[src/rtl/majcyc_pkg.sv]
package majcyc_pkg;

  localparam int TICK_W = 2;
  typedef logic [TICK_W-1:0] tick_t;

  localparam tick_t TICK_FIRST = tick_t'(0);
  localparam tick_t TICK_RDLAST = tick_t'(1);
  localparam tick_t TICK_LAST = tick_t'(3);

  // Wait ticks may only be inserted after the first tick of either half.
  function automatic logic tick_stretchable(input tick_t t);
    return (t == tick_t'(0)) || (t == tick_t'(2));
  endfunction

  function automatic tick_t tick_next(input tick_t t, input logic hold);
    return hold ? t : tick_t'(t + tick_t'(1));
  endfunction

  function automatic logic tick_in_read_half(input tick_t t);
    return (t == tick_t'(0)) || (t == tick_t'(1));
  endfunction

endpackage

[src/rtl/majcyc_tick_gen.sv]
module majcyc_tick_gen
  import majcyc_pkg::*;
(
  input  logic  clk,
  input  logic  rst_n,
  input  logic  iot_req,
  input  logic  stretch_n,
  output tick_t tick,
  output logic  io_cycle,
  output logic  hold_ev,
  output logic  cycle_end_ev
);

  tick_t tick_q;
  logic  io_q;

  assign hold_ev      = io_q && !stretch_n && tick_stretchable(tick_q);
  assign cycle_end_ev = (tick_q == TICK_LAST) && !hold_ev;

  always_ff @(posedge clk) begin
    if (!rst_n) begin
      tick_q <= TICK_FIRST;
      io_q   <= 1'b0;
    end else begin
      tick_q <= tick_next(tick_q, hold_ev);
      if (cycle_end_ev) begin
        io_q <= iot_req;
      end
    end
  end

  assign tick     = tick_q;
  assign io_cycle = io_q;

endmodule

[src/rtl/majcyc_strobe_dec.sv]
module majcyc_strobe_dec
  import majcyc_pkg::*;
(
  input  tick_t tick,
  input  logic  io_cycle,
  output logic  rd_strobe,
  output logic  wr_strobe,
  output logic  io_wr_half,
  output logic  io_sample_ev
);

  always_comb begin
    rd_strobe    = tick_in_read_half(tick);
    wr_strobe    = !rd_strobe;
    io_wr_half   = io_cycle && wr_strobe;
    io_sample_ev = io_cycle && (tick == TICK_RDLAST);
  end

endmodule

[src/rtl/majcyc_iot_latch.sv]
module majcyc_iot_latch #(
  parameter int DATA_W = 18
) (
  input  logic              clk,
  input  logic              rst_n,
  input  logic              sample_ev,
  input  logic              clear_ev,
  input  logic              skip_n,
  input  logic              ora_n,
  input  logic [DATA_W-1:0] dev_word,
  input  logic [DATA_W-1:0] acc_word,
  output logic              skip_q,
  output logic              ora_q,
  output logic [DATA_W-1:0] merged_q
);

  function automatic logic [DATA_W-1:0] merge_word(
    input logic              en,
    input logic [DATA_W-1:0] a,
    input logic [DATA_W-1:0] d
  );
    return en ? (a | d) : '0;
  endfunction

  always_ff @(posedge clk) begin
    if (!rst_n) begin
      skip_q   <= 1'b0;
      ora_q    <= 1'b0;
      merged_q <= '0;
    end else if (sample_ev) begin
      skip_q   <= !skip_n;
      ora_q    <= !ora_n;
      merged_q <= merge_word(!ora_n, acc_word, dev_word);
    end else if (clear_ev) begin
      skip_q   <= 1'b0;
      ora_q    <= 1'b0;
      merged_q <= '0;
    end
  end

endmodule

[src/rtl/majcyc_seq.sv]
module majcyc_seq
  import majcyc_pkg::*;
#(
  parameter int DATA_W = 18
) (
  input  logic              clk,
  input  logic              rst_n,
  input  logic              iot_req,
  input  logic [DATA_W-1:0] acc_in,
  input  logic [DATA_W-1:0] dev_rdata,
  input  logic              dev_skip_n,
  input  logic              dev_ora_n,
  input  logic              dev_stretch_n,
  output logic [1:0]        tick,
  output logic              io_cycle,
  output logic              rd_strobe,
  output logic              wr_strobe,
  output logic [DATA_W-1:0] dev_wdata,
  output logic              skip_req,
  output logic              ac_or_en,
  output logic [DATA_W-1:0] ac_or_word
);

  tick_t             tick_w;
  logic              hold_ev;
  logic              cycle_end_ev;
  logic              io_wr_half;
  logic              io_sample_ev;
  logic              skip_q;
  logic              ora_q;
  logic [DATA_W-1:0] merged_q;

  majcyc_tick_gen u_tick (
    .clk          (clk),
    .rst_n        (rst_n),
    .iot_req      (iot_req),
    .stretch_n    (dev_stretch_n),
    .tick         (tick_w),
    .io_cycle     (io_cycle),
    .hold_ev      (hold_ev),
    .cycle_end_ev (cycle_end_ev)
  );

  majcyc_strobe_dec u_dec (
    .tick         (tick_w),
    .io_cycle     (io_cycle),
    .rd_strobe    (rd_strobe),
    .wr_strobe    (wr_strobe),
    .io_wr_half   (io_wr_half),
    .io_sample_ev (io_sample_ev)
  );

  majcyc_iot_latch #(.DATA_W(DATA_W)) u_latch (
    .clk       (clk),
    .rst_n     (rst_n),
    .sample_ev (io_sample_ev),
    .clear_ev  (cycle_end_ev),
    .skip_n    (dev_skip_n),
    .ora_n     (dev_ora_n),
    .dev_word  (dev_rdata),
    .acc_word  (acc_in),
    .skip_q    (skip_q),
    .ora_q     (ora_q),
    .merged_q  (merged_q)
  );

  always_comb begin
    if (!io_wr_half) begin
      dev_wdata = '0;
    end else if (ora_q) begin
      dev_wdata = merged_q;
    end else begin
      dev_wdata = acc_in;
    end
  end

  assign tick       = tick_w;
  assign skip_req   = skip_q;
  assign ac_or_en   = ora_q;
  assign ac_or_word = merged_q;

endmodule

[config.mk]
export PLATFORM = sky130hd
export DESIGN_NAME = majcyc_seq
export DESIGN_NICKNAME = d
export VERILOG_FILES = /design/src/rtl/majcyc_pkg.sv /design/src/rtl/majcyc_tick_gen.sv /design/src/rtl/majcyc_strobe_dec.sv /design/src/rtl/majcyc_iot_latch.sv /design/src/rtl/majcyc_seq.sv
export SDC_FILE = /design/constraint.sdc
export NUM_CORES = 1
export LEC_CHECK = 0
export ABC_CLOCK_PERIOD_IN_PS = 2230
export BUFFER_PORTS_ARGS = -buffer_cell sky130_fd_sc_hd__buf_2
export CORE_UTILIZATION = 45
export DETAILED_ROUTE_END_ITERATION = 8
export PLACE_DENSITY = 0.84
export SETUP_SLACK_MARGIN = 0.5
export SYNTH_ARGS = -nofsm -noshare
export SYNTH_HDL_FRONTEND = slang
export SYNTH_SLANG_ARGS = --single-unit
[constraint.sdc]
create_clock -name clk -period 2.23 [get_ports clk]
set_clock_uncertainty 0.15 [all_clocks]
set_input_delay 0.223 -clock clk [delete_from_list [all_inputs] [get_ports clk]]
set_output_delay 0.223 -clock clk [all_outputs]
set_load 0.02 [all_outputs]
==> metrics.yaml, run 1 <==
yosys:
  syn_nets: 181
  synth-seq-area-share: 0.347
  synth_edf_count: 0
  ys_warn_count: 0
  yosys.area.top_type: "dfxtp_1"
  ys_ff_latch: 23
  synth_cells: 134
  syn_area_mm2: 0.00133
  avgSynthCellArea_um2: 9.90
  synth.top_cell.area_share: 0.347
  synthTopCellsByCount: "38 x nor2_1, 23 x dfxtp_1, 21 x mux2i_1, 11 x o2bb2ai_2, 7 x o2bb2ai_1"
  synth_cell_types: 23
  synth_flop_cell: "dfxtp_1"
  synth_most_common_cell: "nor2_1"
  synthArstFlopShare: 0
  synth_area_leaders: "dfxtp_1 35%, mux2i_1 16%, o2bb2ai_2 12%, nor2_1 11%, ha_1 4.7%"
worst_setup_path:
  cp.required_ps: 1860
  cp-start-kind: "flip-flop"
  critical-path-max-stage-delay_ps: 410
  cp_slowest_cell: "dfxtp_4"
  path_buf_inv: 3
  endpoint: "dev_wdata[1]"
  r2r-end: "u_latch.merged_q[17]"
  critPathTopFamily: "flip-flops"
  reg2regPathDepth: 6
  worstSetupPathType: "reg2out"
  cp_cell_sequence: "inv_4 > ha_4 > nor2_4 > buf_12 > nand2_8 > nor2_4 > buf_4"
  r2r_start: "u_tick.tick[0]"
  cp_common_cell: "nor2_4"
  arrival_ps: 1600
  crit_cells: 7
  critPathMaxFanout: 5
  startpoint: "u_tick.tick[0]"
  crit_path_end_kind: "output port"
  r2r_slack_ps: 560
layout:
  final_nets: 297
  final_util: 0.870
  area_delta_synth_final_pct: 82.5
  final.fill_count: 138
  antennaDiodeCount: 0
  drive_gt1_frac: 0.598
grt:
  grt-ovfl-total: 0
  grt_pass1_vias: 1425
  grtUsageTotal: 0.265
  grt_max_degree: 19
  grt_antenna_before_repair: 0
  grt_pass1_wl_mm: 6.62
outcome:
  status: "complete, no violations"
run:
  maxCapViolCount: 0
pwr:
  p_leak_nw: 1.06
  p_total_mw: 0.932
  powerDensity_mw_per_mm2: 385
  pwr-share-clk: 0.211
  switchingPower_mw: 0.290
  pwr-share-comb: 0.326
  swShare: 0.311
  internal_power_mw: 0.642
  ir_worst_vdd_uv: 344
  p_seq_frac: 0.463
cts:
  tritoncts: "done"
  clk_latency_ps: 300
  cts_buffers: 3
  h-tree-depth: 1
  clock_sinks: 23
  cts.clk_slew.worst_paths_ps: 140
  clockBufferDepth: 2
  clockRootBuffer: "clkbuf_4"
timing:
  slew_violations: 0
  fin_tns_setup_ps: 0
  min_period_ps: 1980
  period_share: 0.886
  slew-limit-headroom: 0.634
  setup_violations: 0
  finalHoldViolCount: 0
  rsz0062_at_grt: "true"
  fmax_mhz: 506
  hold-worst-slack_ps: 4.33
  tightest_slew_ps: 549
  worst_slack_ps: 254
placed_design:
  port_buffers: 84
  place_congestion: 0.744
  dpl_worst_slack_ps: 457
  dp_hpwl_mm: 2.39
die:
  die_y_um: 56.3
  placement_rows: 19
  core_area_mm2: 0.00278
  dieArea_mm2: 0.00317
  fp.dieW_um: 56.3
  io_pins: 85
  start_util: 0.477
route:
  ant_nets: 0
  drt-total-wl_mm: 4.43
  drt_iter0_drc: 46
  firstDrtPassIters: 4
  via_per_inst: 5.24
  drc: 0
  routedWlPerCell_um: 15.8
  num_vias: 1466
min_path:
  worstHoldStart: "dev_rdata[10]"
  hold_path_depth: 3
  min_path_type: "in2reg"
==> layer usage <==
metal  part of all wire  global-route usage
met1               0.38               0.294
met2               0.56               0.515
met3              0.038              0.0276
met4              0.025              0.0941
met5                  0                   0
==> worst min-delay path by stage <==
stage                           endpoint  slack, ps
floorplan            u_latch.merged_q[0]        220
global placement     u_latch.merged_q[1]        310
detailed placement   u_latch.merged_q[3]        310
CTS                  u_latch.merged_q[2]        0.2
global route         u_latch.merged_q[1]          8
finish              u_latch.merged_q[10]          4
==> logic make-up (layout without fill, tap and decap cells) <==
family,Yosys count,after routing,synth area share
AO/OA/AOI/OAI,22,22,0.197
adder cells (fa/ha/maj),5,5,0.0472
buffers and inverters,11,123,0.0736
multiplexers,21,21,0.158
AND/OR/NAND/NOR,52,55,0.176
flip-flops,23,23,0.347
==> flip-flops by register name (all words and copies together), names as in the netlist <==
signal and flops:
u_tick.tick 2, u_latch.merged_q 18, u_tick.io_cycle 1, u_latch.skip_q 1, u_latch.ora_q 1
==> worst min-delay path, delay by kind of cell <==
| kind | cells | cell delay (ps) |
|---|---|---|
| AO/OA/AOI/OAI | 1 | 100 |
| buffers and inverters | 1 | 80 |
| AND/OR/NAND/NOR | 1 | 40 |
==> metrics by stage <==
stage	instances	instance area [um2]
5_1_grt	280	2420
6_report	280	2420
2_1_floorplan	134	1430
4_1_cts	275	2280
3_3_place_gp	243	1810
3_5_place_dp	243	1810
==> power groups by stage <==
| stage | Sequential [mW] | Combinational, mW | Clock, mW |
|---|---|---|---|
| finish | 0.431 | 0.304 | 0.197 |
| global route | 0.432 | 0.323 | 0.219 |
| CTS | 0.429 | 0.267 | 0.202 |
| detailed placement | 0.436 | 0.167 | 0 |
| global placement | 0.435 | 0.163 | 0 |
| floorplan | 0.441 | 0.108 | 0 |
==> placed cells by master, fill, tap and decap left out <==
| cell type | instances |
|---|---|
| nand3_4 | 1 |
| and2_4 | 1 |
| clkinv_2 | 1 |
| nor3b_2 | 1 |
| dfxtp_4 | 2 |
| buf_2 | 64 |
| a21oi_4 | 1 |
| o2bb2ai_1 | 7 |
| buf_4 | 13 |
| o22ai_1 | 1 |
| nor2b_1 | 1 |
| dfxtp_1 | 20 |
| and3b_1 | 1 |
| dfxtp_2 | 1 |
| dlygate4sd3_1 | 18 |
| ha_4 | 2 |
| o2bb2ai_2 | 11 |
| nor2_2 | 2 |
| inv_2 | 1 |
| nand2_4 | 1 |
| o21ai_1 | 1 |
| nor2_4 | 17 |
| and2b_4 | 1 |
| mux2i_1 | 21 |
| ha_1 | 3 |
| nand2_8 | 3 |
| nor2_1 | 19 |
| nand2_1 | 5 |
| buf_6 | 17 |
| o21a_1 | 1 |
| clkbuf_4 | 3 |
| nand3_1 | 2 |
| inv_4 | 2 |
| buf_12 | 4 |
==> what timing repair did <==
action | CTS | global route
resized for setup | 47 | 18
endpoints found under the setup margin | 24 | 35
pin swaps | 6 | 10
endpoints found under the hold margin | 12 | 0
cloned | 2 | 1
setup buffers | 8 | 4
hold buffers | 18 | 0
==> area by class of cell <==
class	count	area [um2]	share of cell area
Multi-Input combinational cell	103	998	0.413
Tap cell	31	38.8	0.0160
Inverter	3	16.3	0.00672
Sequential cell	23	469	0.194
Timing Repair Buffer	116	870	0.359
Clock inverter	1	5.00	0.00207
Clock buffer	3	22.5	0.00931
Note: power is estimated with default switching activity, not from simulation.
==> run 2, diff against run 1 <==
Settings changed: HOLD_SLACK_MARGIN from default to 0.03.
==> run 2 against run 1 <==
- critical endpoint is now dev_wdata[6]
- flip-flop and latch count unchanged
- first-iteration DRC count increased by 39%
- largest cell class is now buffers
- power increased by 6.4%
- sequential power about the same
- sequential share of layout area decreased by 1.4 points
==> metrics.yaml, run 2 (synthesis results as in run 1) <==
outcome:
  status: "complete, no violations"
timing:
  slew_violations: 0
  period_share: 0.900
  fin_tns_setup_ps: 0
  finalHoldViolCount: 0
  setup_violations: 0
  rsz0062_at_grt: "true"
  fmax_mhz: 498
  min_period_ps: 2010
  worst_slack_ps: 222
  slew-limit-headroom: 0.637
  tightest_slew_ps: 544
pwr:
  ir_worst_vdd_uv: 480
  powerDensity_mw_per_mm2: 379
  p_leak_nw: 1.15
  p_total_mw: 0.991
placed_design:
  dp_hpwl_mm: 2.39
  dp.cells: 243
  port_buffers: 84
  dpl_worst_slack_ps: 457
  place_congestion: 0.744
route:
  drt-total-wl_mm: 5.86
  ant_nets: 0
  routedWlPerCell_um: 19.5
  num_vias: 1679
  drt_iter0_drc: 64
  firstDrtPassIters: 4
  drc: 0
  via_per_inst: 5.58
layout:
  drive_gt1_frac: 0.563
  final_cells: 301
  layout_common_cells: "64 x buf_2, 37 x dlygate4sd3_1, 21 x mux2i_1"
  final_common_cell: "buf_2"
  antennaDiodeCount: 0
  largest_reg_flops: 18
  top_register: "u_latch.merged_q"
  area_delta_synth_final_pct: 97.0
  final_nets: 318
die:
  start_util: 0.477
  dieArea_mm2: 0.00317
  fp.dieW_um: 56.3
  core_area_mm2: 0.00278
  die_y_um: 56.3
  placement_rows: 19
  io_pins: 85
cts:
  clk_latency_ps: 320
  clockRootBuffer: "clkbuf_4"
  clock_sinks: 23
  h-tree-depth: 1
  clockBufferDepth: 2
  cts_buffers: 3
  tritoncts: "done"
  cts.clk_slew.worst_paths_ps: 150
worst_setup_path:
  cp.required_ps: 1860
  critPathMaxFanout: 4
  arrival_ps: 1640
  worstSetupPathType: "reg2out"
  cp-start-kind: "flip-flop"
  crit_path_end_kind: "output port"
grt:
  grt_antenna_before_repair: 0
  grtUsageTotal: 0.314
  grt_pass1_wl_mm: 7.74
  grt_pass1_vias: 1624
  grt_max_degree: 19
  grt-ovfl-total: 0
run:
  maxCapViolCount: 0
min_path:
  min_path_type: "in2reg"
==> run 2: changes by cell type in the layout (fill, tap and decap cells not counted), sizes merged <==
| cell | previous run | this run |
|---|---|---|
| buf | 98 | 100 |
| dlygate4sd3 | 18 | 37 |
==> run 2: worst max-delay path, stage by stage (launching register included) <==
cell and delay [ps]:
dfxtp_4 410, inv_4 50, ha_4 160, nor2_4 170, buf_12 140, nand2_4 90, nor2_2 140, buf_4 150
==> run 2: worst paths after layout <==
check / startpoint / to / slack (ps) / depth (start not counted)
hold / removal: acc_in[16] / u_latch.merged_q[16] / 40 / 3
setup reg to reg: u_tick.tick[0] / u_latch.merged_q[17] / 540 / 6
setup / recovery: u_tick.tick[0] / dev_wdata[6] / 220 / 7
hold reg to reg: u_latch.merged_q[13] / u_latch.merged_q[13] / 340 / 1
==> run 2: layer usage <==
| metal | up-vias | wire length [um] | track usage |
|---|---|---|---|
| li1 | 748 | - | - |
| met5 | - | 0 | 0 |
| met3 | 26 | 347 | 0.0576 |
| met1 | 804 | 2200 | 0.329 |
| met2 | 101 | 3060 | 0.597 |
| met4 | 0 | 252 | 0.150 |
==> run 2: area by class of cell <==
| class | instances | area, um2 |
|---|---|---|
| multi-input cells | 103 | 1010 |
| flip-flops and latches | 23 | 469 |
| repair buffers | 137 | 1050 |
| clock buffers | 3 | 22.5 |
| well taps | 31 | 38.8 |
| fillers | 84 | 169 |
| clock inverters | 1 | 5.00 |
| inverters | 3 | 16.3 |
==> run 2: timing repair <==
action,4_1_cts,5_1_grt
gates resized for setup,47,18
endpoints found under the hold margin,21,0
hold buffers,37,0
gates cloned,2,1
setup endpoints to repair,24,38
buffers inserted,8,6
pin swaps,6,9
==> run 2: through the flow <==
step	hold slack, ps	util	cell area, um2
after floorplan	217	-	1430
after global placement	313	0.650	1810
after detailed placement	313	0.650	1810
after CTS	42.1	0.888	2470
after global routing	41.4	0.939	2610
final	36.8	0.939	2610
==> run 2: where the power goes <==
part	internal [mW]	switching (mW)	total [mW]
Clock	0.0673	0.149	0.216
Combinational	0.180	0.164	0.343
Sequential	0.418	0.0133	0.431
==> run 3, diff against run 2 <==
Settings changed: CORE_MARGIN from default to 2.
==> run 3 against run 2 <==
- sequential power barely moved
- clock power fell by 6%
- worst hold slack improved by 36 ps
- via count fell by 6.8%
- sequential share of layout area rose by 0.53 points
- first-iteration DRC count rose by 7.8%
- critical path depth did not move
- routed wire length fell by 8.6%
- fmax rose by 0.35%
- count of clock-buffer cells in the layout rose by 1
- flip-flop and latch count did not move
- largest power group unchanged
==> metrics.yaml, run 3 (synthesis results as in run 1) <==
timing:
  rsz0062_at_grt: "true"
  slew-limit-headroom: 0.636
  fmax_mhz: 500
  min_period_ps: 2000
  tightest_slew_ps: 546
  fin_tns_setup_ps: 0
  finalHoldViolCount: 0
  setup_violations: 0
  slew_violations: 0
  period_share: 0.897
layout:
  top_register: "u_latch.merged_q"
  drive_gt1_frac: 0.536
  final_nets: 313
  layout_common_cells: "65 x buf_2, 37 x dlygate4sd3_1, 21 x mux2i_1, 21 x nor2_1, 20 x dfxtp_1"
  area_delta_synth_final_pct: 91.3
  final.fill_count: 112
  final_common_cell: "buf_2"
  largest_reg_flops: 18
  multi_input_area_um2: 993
  final_area_mm2: 0.00254
  antennaDiodeCount: 0
  seqCellArea_um2: 469
worst_setup_path:
  cp.required_ps: 1860
  cp_cell_sequence: "inv_4 > ha_4 > nor2_4 > buf_6 > nand2_8 > nor2_1 > buf_4"
  crit_path_end_kind: "output port"
  worstSetupPathType: "reg2out"
  critical-path-max-stage-delay_ps: 410
  arrival_ps: 1630
  cp_slowest_cell: "dfxtp_4"
  cp-start-kind: "flip-flop"
  critPathMaxFanout: 5
placed_design:
  port_buffers: 84
  dp_hpwl_mm: 2.42
  place_congestion: 0.737
  dpl-instance-area_mm2: 0.00181
grt:
  grt-ovfl-total: 0
  grt_pass1_wl_mm: 7.47
  grtUsageTotal: 0.294
  grt_pass1_vias: 1558
  grt_antenna_before_repair: 0
  grt_max_degree: 19
die:
  io_pins: 85
  core_area_mm2: 0.00278
  dieArea_mm2: 0.00340
  start_util: 0.477
  die_y_um: 58.3
  fp.dieW_um: 58.3
  placement_rows: 19
route:
  drc: 0
  num_vias: 1565
  via_per_inst: 5.29
  routedWlPerCell_um: 18.1
  drt-total-wl_mm: 5.36
  ant_nets: 0
  drt_iter0_drc: 69
  firstDrtPassIters: 4
cts:
  cts.clk_slew.worst_paths_ps: 120
  h-tree-depth: 1
  clk_latency_ps: 320
  tritoncts: "done"
  cts_buffers: 3
  clockBufferDepth: 2
  clockRootBuffer: "clkbuf_4"
  clock_sinks: 23
run:
  maxCapViolCount: 0
pwr:
  p_leak_nw: 1.11
  powerDensity_mw_per_mm2: 372
  ir_worst_vdd_uv: 548
  p_total_mw: 0.945
outcome:
  status: "complete, no violations"
min_path:
  min_path_type: "in2reg"
[run 3: through the flow]
stage	instances	hold slack, ps	utilization	setup slack (ps)
final	296	73.1	0.912	229
after global routing	296	63.0	0.912	169
after CTS	293	43.8	0.897	301
after detailed placement	243	316	0.650	409
after global placement	243	312	0.650	486
after floorplan	134	217	-	515
[run 3: power by group]
part	total, mW	internal (mW)	switching [mW]	leakage, nW
registers	0.431	0.418	0.0128	0.187
clock network	0.202	0.0701	0.132	0.0150
logic	0.312	0.157	0.155	0.910
total	0.945	0.645	0.300	1.11
[run 3: per-layer routing]
metal / share of wire / global-route usage
met1: 0.35 / 0.300
met2: 0.56 / 0.568
met3: 0.058 / 0.0681
met4: 0.036 / 0.113
met5: 0 / 0
[run 3: cell type report]
cell class                 count  area share
timing repair buffer         131       0.392
sequential                    23       0.185
multi-input combinational    104       0.392
inverter                       3     0.00641
tap                           31      0.0153
clock buffer                   4      0.0104
[run 3: worst paths after layout]
kind	cells after the start	from	slack (ps)	end
max	7	u_tick.tick[0]	230	dev_wdata[5]
min	3	acc_in[16]	70	u_latch.merged_q[16]
max reg2reg	4	u_tick.tick[0]	400	u_latch.merged_q[13]
min reg2reg	1	u_latch.merged_q[14]	340	u_latch.merged_q[14]
[run 3: worst max-delay path: cells and delay by family, from the launching register on]
| kind | cells | cell delay [ps] |
|---|---|---|
| adders and majority gates | 1 | 170 |
| and+or+nand+nor | 3 | 350 |
| buffers and inverters | 3 | 370 |
| DFF | 1 | 410 |
[run 3: repair_timing]
item | 4_1_cts | 5_1_grt
pin swaps | 9 | 1
gates cloned | 3 | 1
gates resized for setup | 56 | 5
buffers inserted | 6 | 2
endpoints found under the hold margin | 20 | 0
hold buffers | 37 | 0
setup endpoints to repair | 33 | 38
